[config.mk]
export PLATFORM = sky130hd
export DESIGN_NAME = txcl_tristate_ctrl
export DESIGN_NICKNAME = d
export VERILOG_FILES = /design/src/rtl/txcl_pkg.sv /design/src/rtl/txcl_bit_tick.sv /design/src/rtl/txcl_clk_mon.sv /design/src/rtl/txcl_settle.sv /design/src/rtl/txcl_tristate_ctrl.sv
export SDC_FILE = /design/constraint.sdc
export NUM_CORES = 1
export LEC_CHECK = 0
export BUFFER_PORTS_ARGS = -buffer_cell sky130_fd_sc_hd__clkbuf_2
export CORE_AREA = 2 2 69 71
export CTS_CLUSTER_DIAMETER = 200
export DETAILED_ROUTE_END_ITERATION = 10
export DIE_AREA = 0 0 71 73
export PLACE_DENSITY = 0.69
export SLEW_MARGIN = 15
export SYNTH_ARGS = -nofsm -noshare
export SYNTH_HDL_FRONTEND = slang
export SYNTH_SLANG_ARGS = --single-unit
[constraint.sdc]
create_clock -name clk_i -period 2.4 [get_ports clk_i]
set_input_delay 0.48 -clock clk_i [delete_from_list [all_inputs] [get_ports clk_i]]
set_output_delay 0.48 -clock clk_i [all_outputs]
set_load 0.1 [all_outputs]
[src/rtl/txcl_pkg.sv]
package txcl_pkg;
  typedef enum logic {
    DRV_OFF = 1'b0,
    DRV_ON  = 1'b1
  } drv_state_e;

  localparam int unsigned MON_TX  = 0;
  localparam int unsigned MON_REF = 1;
  localparam int unsigned MON_NUM = 2;
endpackage

[src/rtl/txcl_bit_tick.sv]
module txcl_bit_tick #(
  parameter int unsigned DIV = 4
) (
  input  logic clk_i,
  input  logic rst_ni,
  output logic tick_o
);
  localparam int unsigned W = (DIV > 1) ? $clog2(DIV) : 1;
  localparam logic [W-1:0] LAST = W'(DIV - 1);

  logic [W-1:0] cnt_q, cnt_d;

  always_comb begin
    tick_o = (cnt_q == LAST);
    cnt_d  = tick_o ? '0 : cnt_q + 1'b1;
  end

  always_ff @(posedge clk_i or negedge rst_ni) begin
    if (!rst_ni) cnt_q <= '0;
    else         cnt_q <= cnt_d;
  end

  generate
    if (DIV > 1) begin : g_gap_chk
      // bit-period ticks are isolated pulses
      p_tick_gap_r1: assert property (@(posedge clk_i) disable iff (!rst_ni)
        tick_o |=> !tick_o);
    end
  endgenerate
endmodule

[src/rtl/txcl_clk_mon.sv]
module txcl_clk_mon #(
  parameter int unsigned IDLE_W = 8
) (
  input  logic              clk_i,
  input  logic              rst_ni,
  input  logic              mon_clk_i,
  input  logic              tick_i,
  input  logic [IDLE_W-1:0] thr_i,
  output logic              edge_o,
  output logic              timeout_o
);
  localparam logic [IDLE_W-1:0] IDLE_MAX = '1;

  logic [1:0]        sync_q;
  logic              last_q;
  logic [IDLE_W-1:0] idle_q, idle_d;

  always_comb begin
    edge_o = sync_q[1] & ~last_q;
    idle_d = idle_q;
    if (edge_o)
      idle_d = '0;
    else if (tick_i && (idle_q != IDLE_MAX))
      idle_d = idle_q + 1'b1;
    timeout_o = (idle_q >= thr_i);
  end

  always_ff @(posedge clk_i or negedge rst_ni) begin
    if (!rst_ni) begin
      sync_q <= 2'b11;
      last_q <= 1'b1;
      idle_q <= IDLE_MAX;
    end else begin
      sync_q <= {sync_q[0], mon_clk_i};
      last_q <= sync_q[1];
      idle_q <= idle_d;
    end
  end

  // a detected edge restarts the silence measurement
  p_edge_clears_r1: assert property (@(posedge clk_i) disable iff (!rst_ni)
    edge_o |=> (idle_q == '0));
  // the silence counter saturates instead of wrapping
  p_idle_sat_r2: assert property (@(posedge clk_i) disable iff (!rst_ni)
    ((idle_q == IDLE_MAX) && !edge_o) |=> (idle_q == IDLE_MAX));
endmodule

[src/rtl/txcl_settle.sv]
module txcl_settle #(
  parameter int unsigned SETTLE_BITS = 22,
  parameter int unsigned WATCH_W     = 6
) (
  input  logic               clk_i,
  input  logic               rst_ni,
  input  logic               tick_i,
  input  logic [WATCH_W-1:0] watch_i,
  output logic               busy_o
);
  localparam int unsigned SW = $clog2(SETTLE_BITS + 1);
  localparam logic [SW-1:0] LOAD = SW'(SETTLE_BITS);

  logic [WATCH_W-1:0] prev_q;
  logic [SW-1:0]      cnt_q, cnt_d;
  logic               changed;

  always_comb begin
    changed = (watch_i != prev_q);
    cnt_d   = cnt_q;
    if (changed)
      cnt_d = LOAD;
    else if (tick_i && (cnt_q != '0))
      cnt_d = cnt_q - 1'b1;
    busy_o = (cnt_q != '0);
  end

  always_ff @(posedge clk_i or negedge rst_ni) begin
    if (!rst_ni) begin
      prev_q <= '0;
      cnt_q  <= '0;
    end else begin
      prev_q <= watch_i;
      cnt_q  <= cnt_d;
    end
  end

  // the settling window never exceeds its length
  p_settle_bound_r9: assert property (@(posedge clk_i) disable iff (!rst_ni)
    cnt_q <= LOAD);
  // without a new change the window only shrinks
  p_settle_shrinks_r9: assert property (@(posedge clk_i) disable iff (!rst_ni)
    ((cnt_q != '0) && !changed) |=> (cnt_q <= $past(cnt_q)));
endmodule

[src/rtl/txcl_tristate_ctrl.sv]
module txcl_tristate_ctrl
  import txcl_pkg::*;
#(
  parameter int unsigned BIT_DIV       = 4,
  parameter int unsigned THR_SHORT     = 8,
  parameter int unsigned THR_LONG      = 176,
  parameter int unsigned SETTLE_BITS   = 22,
  parameter int unsigned CFG_W         = 4,
  parameter int unsigned RECOVER_EDGES = 4
) (
  input  logic             clk_i,
  input  logic             rst_ni,
  input  logic             tx_clk_i,
  input  logic             ref_clk_i,
  input  logic             jitter_path_i,
  input  logic             rmt_loop_i,
  input  logic             host_mode_i,
  input  logic             cfg_wr_i,
  input  logic [CFG_W-1:0] cfg_i,
  input  logic             all_ones_i,
  input  logic             local_loop_i,
  output logic             drv_en_o,
  output logic             clk_lost_o,
  output logic             settling_o
);
  localparam int unsigned THR_MAX = (THR_LONG > THR_SHORT) ? THR_LONG : THR_SHORT;
  localparam int unsigned IDLE_W  = $clog2(THR_MAX + 1);
  localparam int unsigned EDGE_W  = $clog2(RECOVER_EDGES + 1);
  localparam logic [EDGE_W-1:0] EDGE_DONE = EDGE_W'(RECOVER_EDGES);

  // reset: asynchronous assertion, synchronous release
  logic [1:0] rst_sync_q;
  logic       rst_n_int;

  always_ff @(posedge clk_i or negedge rst_ni) begin
    if (!rst_ni) rst_sync_q <= 2'b00;
    else         rst_sync_q <= {rst_sync_q[0], 1'b1};
  end
  assign rst_n_int = rst_sync_q[1];

  // bit-period tick
  logic tick;
  txcl_bit_tick #(.DIV(BIT_DIV)) u_tick (
    .clk_i  (clk_i),
    .rst_ni (rst_n_int),
    .tick_o (tick)
  );

  // clock activity monitors
  logic [IDLE_W-1:0]  thr;
  logic [MON_NUM-1:0] mon_clk, mon_edge, mon_to;

  assign thr     = jitter_path_i ? IDLE_W'(THR_LONG) : IDLE_W'(THR_SHORT);
  assign mon_clk = {ref_clk_i, tx_clk_i};

  generate
    for (genvar g = 0; g < MON_NUM; g++) begin : g_mon
      txcl_clk_mon #(.IDLE_W(IDLE_W)) u_mon (
        .clk_i     (clk_i),
        .rst_ni    (rst_n_int),
        .mon_clk_i (mon_clk[g]),
        .tick_i    (tick),
        .thr_i     (thr),
        .edge_o    (mon_edge[g]),
        .timeout_o (mon_to[g])
      );
    end
  endgenerate

  // configuration field and settling window
  logic [CFG_W-1:0] cfg_q, cfg_d;

  always_comb begin
    cfg_d = cfg_q;
    if (cfg_wr_i) cfg_d = cfg_i;
  end

  always_ff @(posedge clk_i or negedge rst_n_int) begin
    if (!rst_n_int) cfg_q <= '0;
    else            cfg_q <= cfg_d;
  end

  txcl_settle #(.SETTLE_BITS(SETTLE_BITS), .WATCH_W(CFG_W + 2)) u_settle (
    .clk_i   (clk_i),
    .rst_ni  (rst_n_int),
    .tick_i  (tick),
    .watch_i ({cfg_q, all_ones_i, local_loop_i}),
    .busy_o  (settling_o)
  );

  // tristate control
  drv_state_e        state_q, state_d;
  logic [EDGE_W-1:0] edges_q, edges_d;
  logic              wr_q, wr_d;
  logic              force_q, force_off, fresh_to;

  always_comb begin
    force_off = (mon_to[MON_TX] & ~rmt_loop_i) | mon_to[MON_REF];
    fresh_to  = force_off & ~force_q;
    state_d   = state_q;
    edges_d   = edges_q;
    wr_d      = wr_q;
    unique case (state_q)
      DRV_ON: begin
        if (force_off) begin
          state_d = DRV_OFF;
          edges_d = '0;
          wr_d    = 1'b0;
        end
      end
      default: begin
        if (fresh_to)
          edges_d = '0;
        else if (mon_edge[MON_TX] && (edges_q != EDGE_DONE))
          edges_d = edges_q + 1'b1;
        if (cfg_wr_i) wr_d = 1'b1;
        if (!force_off && (edges_q == EDGE_DONE) && (!host_mode_i || wr_q))
          state_d = DRV_ON;
      end
    endcase
  end

  always_ff @(posedge clk_i or negedge rst_n_int) begin
    if (!rst_n_int) begin
      state_q <= DRV_OFF;
      edges_q <= '0;
      wr_q    <= 1'b0;
      force_q <= 1'b1;
    end else begin
      state_q <= state_d;
      edges_q <= edges_d;
      wr_q    <= wr_d;
      force_q <= force_off;
    end
  end

  assign drv_en_o   = (state_q == DRV_ON);
  assign clk_lost_o = host_mode_i & (state_q == DRV_OFF);

  // any monitor timeout outside remote loopback drops the driver
  p_force_drops_r3: assert property (@(posedge clk_i) disable iff (!rst_n_int)
    (drv_en_o && force_off) |=> !drv_en_o);
  // a reference edge clears its timeout on the next cycle
  p_ref_edge_clears_r3: assert property (@(posedge clk_i) disable iff (!rst_n_int)
    mon_edge[MON_REF] |=> !mon_to[MON_REF]);
  // remote loopback keeps the driver up while the reference is alive
  p_rloop_keeps_r8: assert property (@(posedge clk_i) disable iff (!rst_n_int)
    (drv_en_o && rmt_loop_i && !mon_to[MON_REF]) |=> drv_en_o);
  // enable only follows a full set of recovery edges
  p_enable_edges_r4: assert property (@(posedge clk_i) disable iff (!rst_n_int)
    $rose(drv_en_o) |-> ($past(edges_q) == EDGE_DONE));
  // recovery edge count never passes its target
  p_edges_bound_r4: assert property (@(posedge clk_i) disable iff (!rst_n_int)
    edges_q <= EDGE_DONE);
  // host-mode enable requires a configuration write during tristate
  p_host_write_r7: assert property (@(posedge clk_i) disable iff (!rst_n_int)
    ($rose(drv_en_o) && $past(host_mode_i)) |-> $past(wr_q));
endmodule

==> flow_summary.toml <==
[final_layout]
nets = 267
drive_above_1_share_pct = 26.2
final_cell_area_mm2 = 0.00266
area_growth_pct = 12.8
antenna_cells = 0
fill_cells = 387
fin_util_pct = 58.7

[grt]
grt_usage_pct = 16.5
grt_first_pass_wirelength_um = 6650
grt_pass1_vias = 1486
grt-ovfl-total = 0
grt_max_degree = 28
antenna_found_initial = 0

[setup_path]
cp-end-kind = "primary output"
critPathLaunch = "u_settle.cnt_q[0]"
path_class = "flop to primary output"
worstRegToRegCells = 6
start_kind = "flop"
worstPathArrival_ns = 1.82
r2r_end = "wr_q"
r2r_setup_slack_ns = 0.26
required_ns = 1.92
rr_startpoint = "g_mon[0].u_mon.idle_q[3]"
cp_max_fo = 5

[floorplan]
dieArea_mm2 = 0.00518
rows = 25
start_util_pct = 52.1
design.core.area_mm2 = 0.00454
die_x_um = 71
die_y_um = 73
ioPinCount = 17

[min_path]
min_path_cells = 1
min_to = "g_mon[0].u_mon.sync_q[0]"
hold_class = "input port to flop"
hold_start = "tx_clk_i"

[routing]
drc = 0
drt_pass1_iterations = 4
wirelength_um = 3750
drtIter0Drc = 80
detail_route.wl_per_cell_um = 12.9
detail-route-antenna-nets = 0
viasPerCell = 5.40
vias = 1571

[timing]
rsz0062_at_grt = "no"
tightest_slew_ns = 0.570
finalMaxSlewViolations = 0
skew_ns = 0.00762
finalCriticalPeriod_ns = 2.30
setup_viol = 0
finalHoldViolCount = 0
worst_slack_ns = 0.101
holdWs_ns = 0.248
setup_tns_ns = 0
period_share_pct = 95.8
slew_headroom_pct = 61.9
timing.fmax_mhz = 435

[clock_tree]
clock_sinks = 47
path_clk_slew_ns = 0.09
clockBufferDepth = 2
htreeDepth = 2
clk_latency_ns = 0.30
cts_setup_buffers = 0
cts_tree = "built"
cts-root-buf = "clkbuf_8"
cts_buffers = 5

[place]
placed_cell_area_mm2 = 0.00252
hpwl_um = 2750
gp_congestion = 0.764
post-place-ws_ns = 0.0249
port_buffers = 16

[synthesis]
synthDistinctLibCells = 41
syn-num-nets = 244
postSynthCellCount = 213
ys_seq_elements = 47
avgSynthCellArea_um2 = 11.1
ys_warn_count = 0
yosysSeqAreaShare_pct = 51.0
syn-cell-area_mm2 = 0.00236

[outcome]
status = "finished, final reports clean"

[power]
powerDensity_mw_per_mm2 = 712
ir_worst_vdd_mv = 0.402
power_leakage_nw = 1.12

[flow_run]
drv_cap = 0
==> logic make-up after synthesis <==
logic type      count (synthesis)  share of synthesized area [%]
flops                          47                           51.0
xor+xnor                       16                           5.94
compound gates                 30                           10.4
buf+inv                        22                           3.82
mux                             8                           3.60
simple gates                   72                           16.1
other cells                     1                          0.159
fa+ha+maj                      17                           9.01
==> placed cells by master (no fill, tap or decap), types with 6 or more instances in the layout <==
cell and n:
xnor2_1 9, inv_1 17, nor2_1 18, dfstp_2 23, xor2_1 7, ha_1 17, clkbuf_2 15, nand3_1 10
dfrtp_1 23, nand2_1 11, o21ai_0 6
==> where the power goes <==
group          switching (mW)  internal [mW]  leakage, nW
sequential             0.0649          0.867        0.522
combinational           0.176          0.107        0.529
clock                   0.265          0.415       0.0644
total                   0.506           1.39         1.12
==> timing repair <==
item                                    CTS  global route
gates resized for setup                   0             1
endpoints found under the setup margin    0             1
hold buffers                              1             0
endpoints found under the hold margin     2             0
==> layer usage <==
metal	share of wire (%)	wire, um	vias to the layer above	GRT usage [%]
met5	0	0	-	0
met4	0.96	36	0	5.03
met3	3.3	125	4	4.56
met2	46	1730	18	26.2
met1	50	1860	760	22.2
li1	-	-	789	-
==> state kept, by name, summed over array words and instances (netlist names) <==
register            count
force_q                 1
cfg_q                   4
rst_sync_q              2
drv_en_o                1
u_settle.prev_q         6
u_tick.cnt_q            2
wr_q                    1
g_mon.u_mon.sync_q      4
g_mon.u_mon.last_q      2
g_mon.u_mon.idle_q     16
u_settle.cnt_q          5
edges_q                 3
==> how the worst max path moves through the flow <==
stage	end	depth (start not counted)
6_report	settling_o	4
5_1_grt	settling_o	4
4_1_cts	settling_o	4
3_5_place_dp	wr_q	7
3_3_place_gp	wr_q	7
2_1_floorplan	u_settle.cnt_q[0]	7
==> cells in the mapped netlist <==
cell type	n	area, um^2
o21bai_1	1	7.51
nor2_1	18	67.6
and4_1	1	8.76
o22ai_4	1	20.0
nor4b_1	1	8.76
xor2_1	7	61.3
a2111oi_4	1	27.5
inv_1	17	63.8
a32o_1	1	10.0
and3_1	2	12.5
nor3_1	5	25.0
or3_1	3	18.8
a21oi_2	2	17.5
buf_1	1	3.75
nand3b_1	3	22.5
a211oi_1	1	7.51
mux2i_1	4	40.0
ha_1	17	213
a21oi_1	5	25.0
or4_1	4	30.0
o221ai_2	1	15.0
and2_1	2	12.5
dfrtp_1	24	601
a2111oi_1	2	20.0
o21ai_1	1	5.00
nand4b_1	1	8.76
o211ai_1	4	30.0
buf_6	1	11.3
xnor2_1	9	78.8
nand3_1	10	50.1
o21ai_0	6	30.0
dfstp_2	23	604
o31ai_1	4	30.0
conb_1	1	3.75
nor2b_1	3	18.8
clkbuf_1	3	11.3
or4b_1	1	10.0
mux2_2	4	45.0
nand2b_1	3	18.8
nand2_1	11	41.3
nand4_1	4	25.0
==> metrics by stage <==
stage / std cells / total power, mW
2_1_floorplan: 213 / 1.16
3_3_place_gp: 282 / 1.22
3_5_place_dp: 282 / 1.23
4_1_cts: 291 / 1.91
5_1_grt: 291 / 2.00
6_report: 291 / 1.90
==> cell type report <==
| class | count | area, um^2 | area share (%) |
|---|---|---|---|
| Sequential cell | 47 | 1210 | 45.3 |
| Clock buffer | 5 | 68.8 | 2.58 |
| Clock inverter | 3 | 67.6 | 2.54 |
| Inverter | 17 | 63.8 | 2.40 |
| Timing Repair Buffer | 21 | 120 | 4.51 |
| Multi-Input combinational cell | 144 | 1070 | 40.1 |
| Tap cell | 54 | 67.6 | 2.54 |
==> critical path, cell delays in order, from the launching register on <==
cell     delay [ns]
dfrtp_1        0.42
inv_1          0.09
ha_1           0.14
or4b_1         0.53
buf_2          0.34
Power figures use the tool's default switching activity.
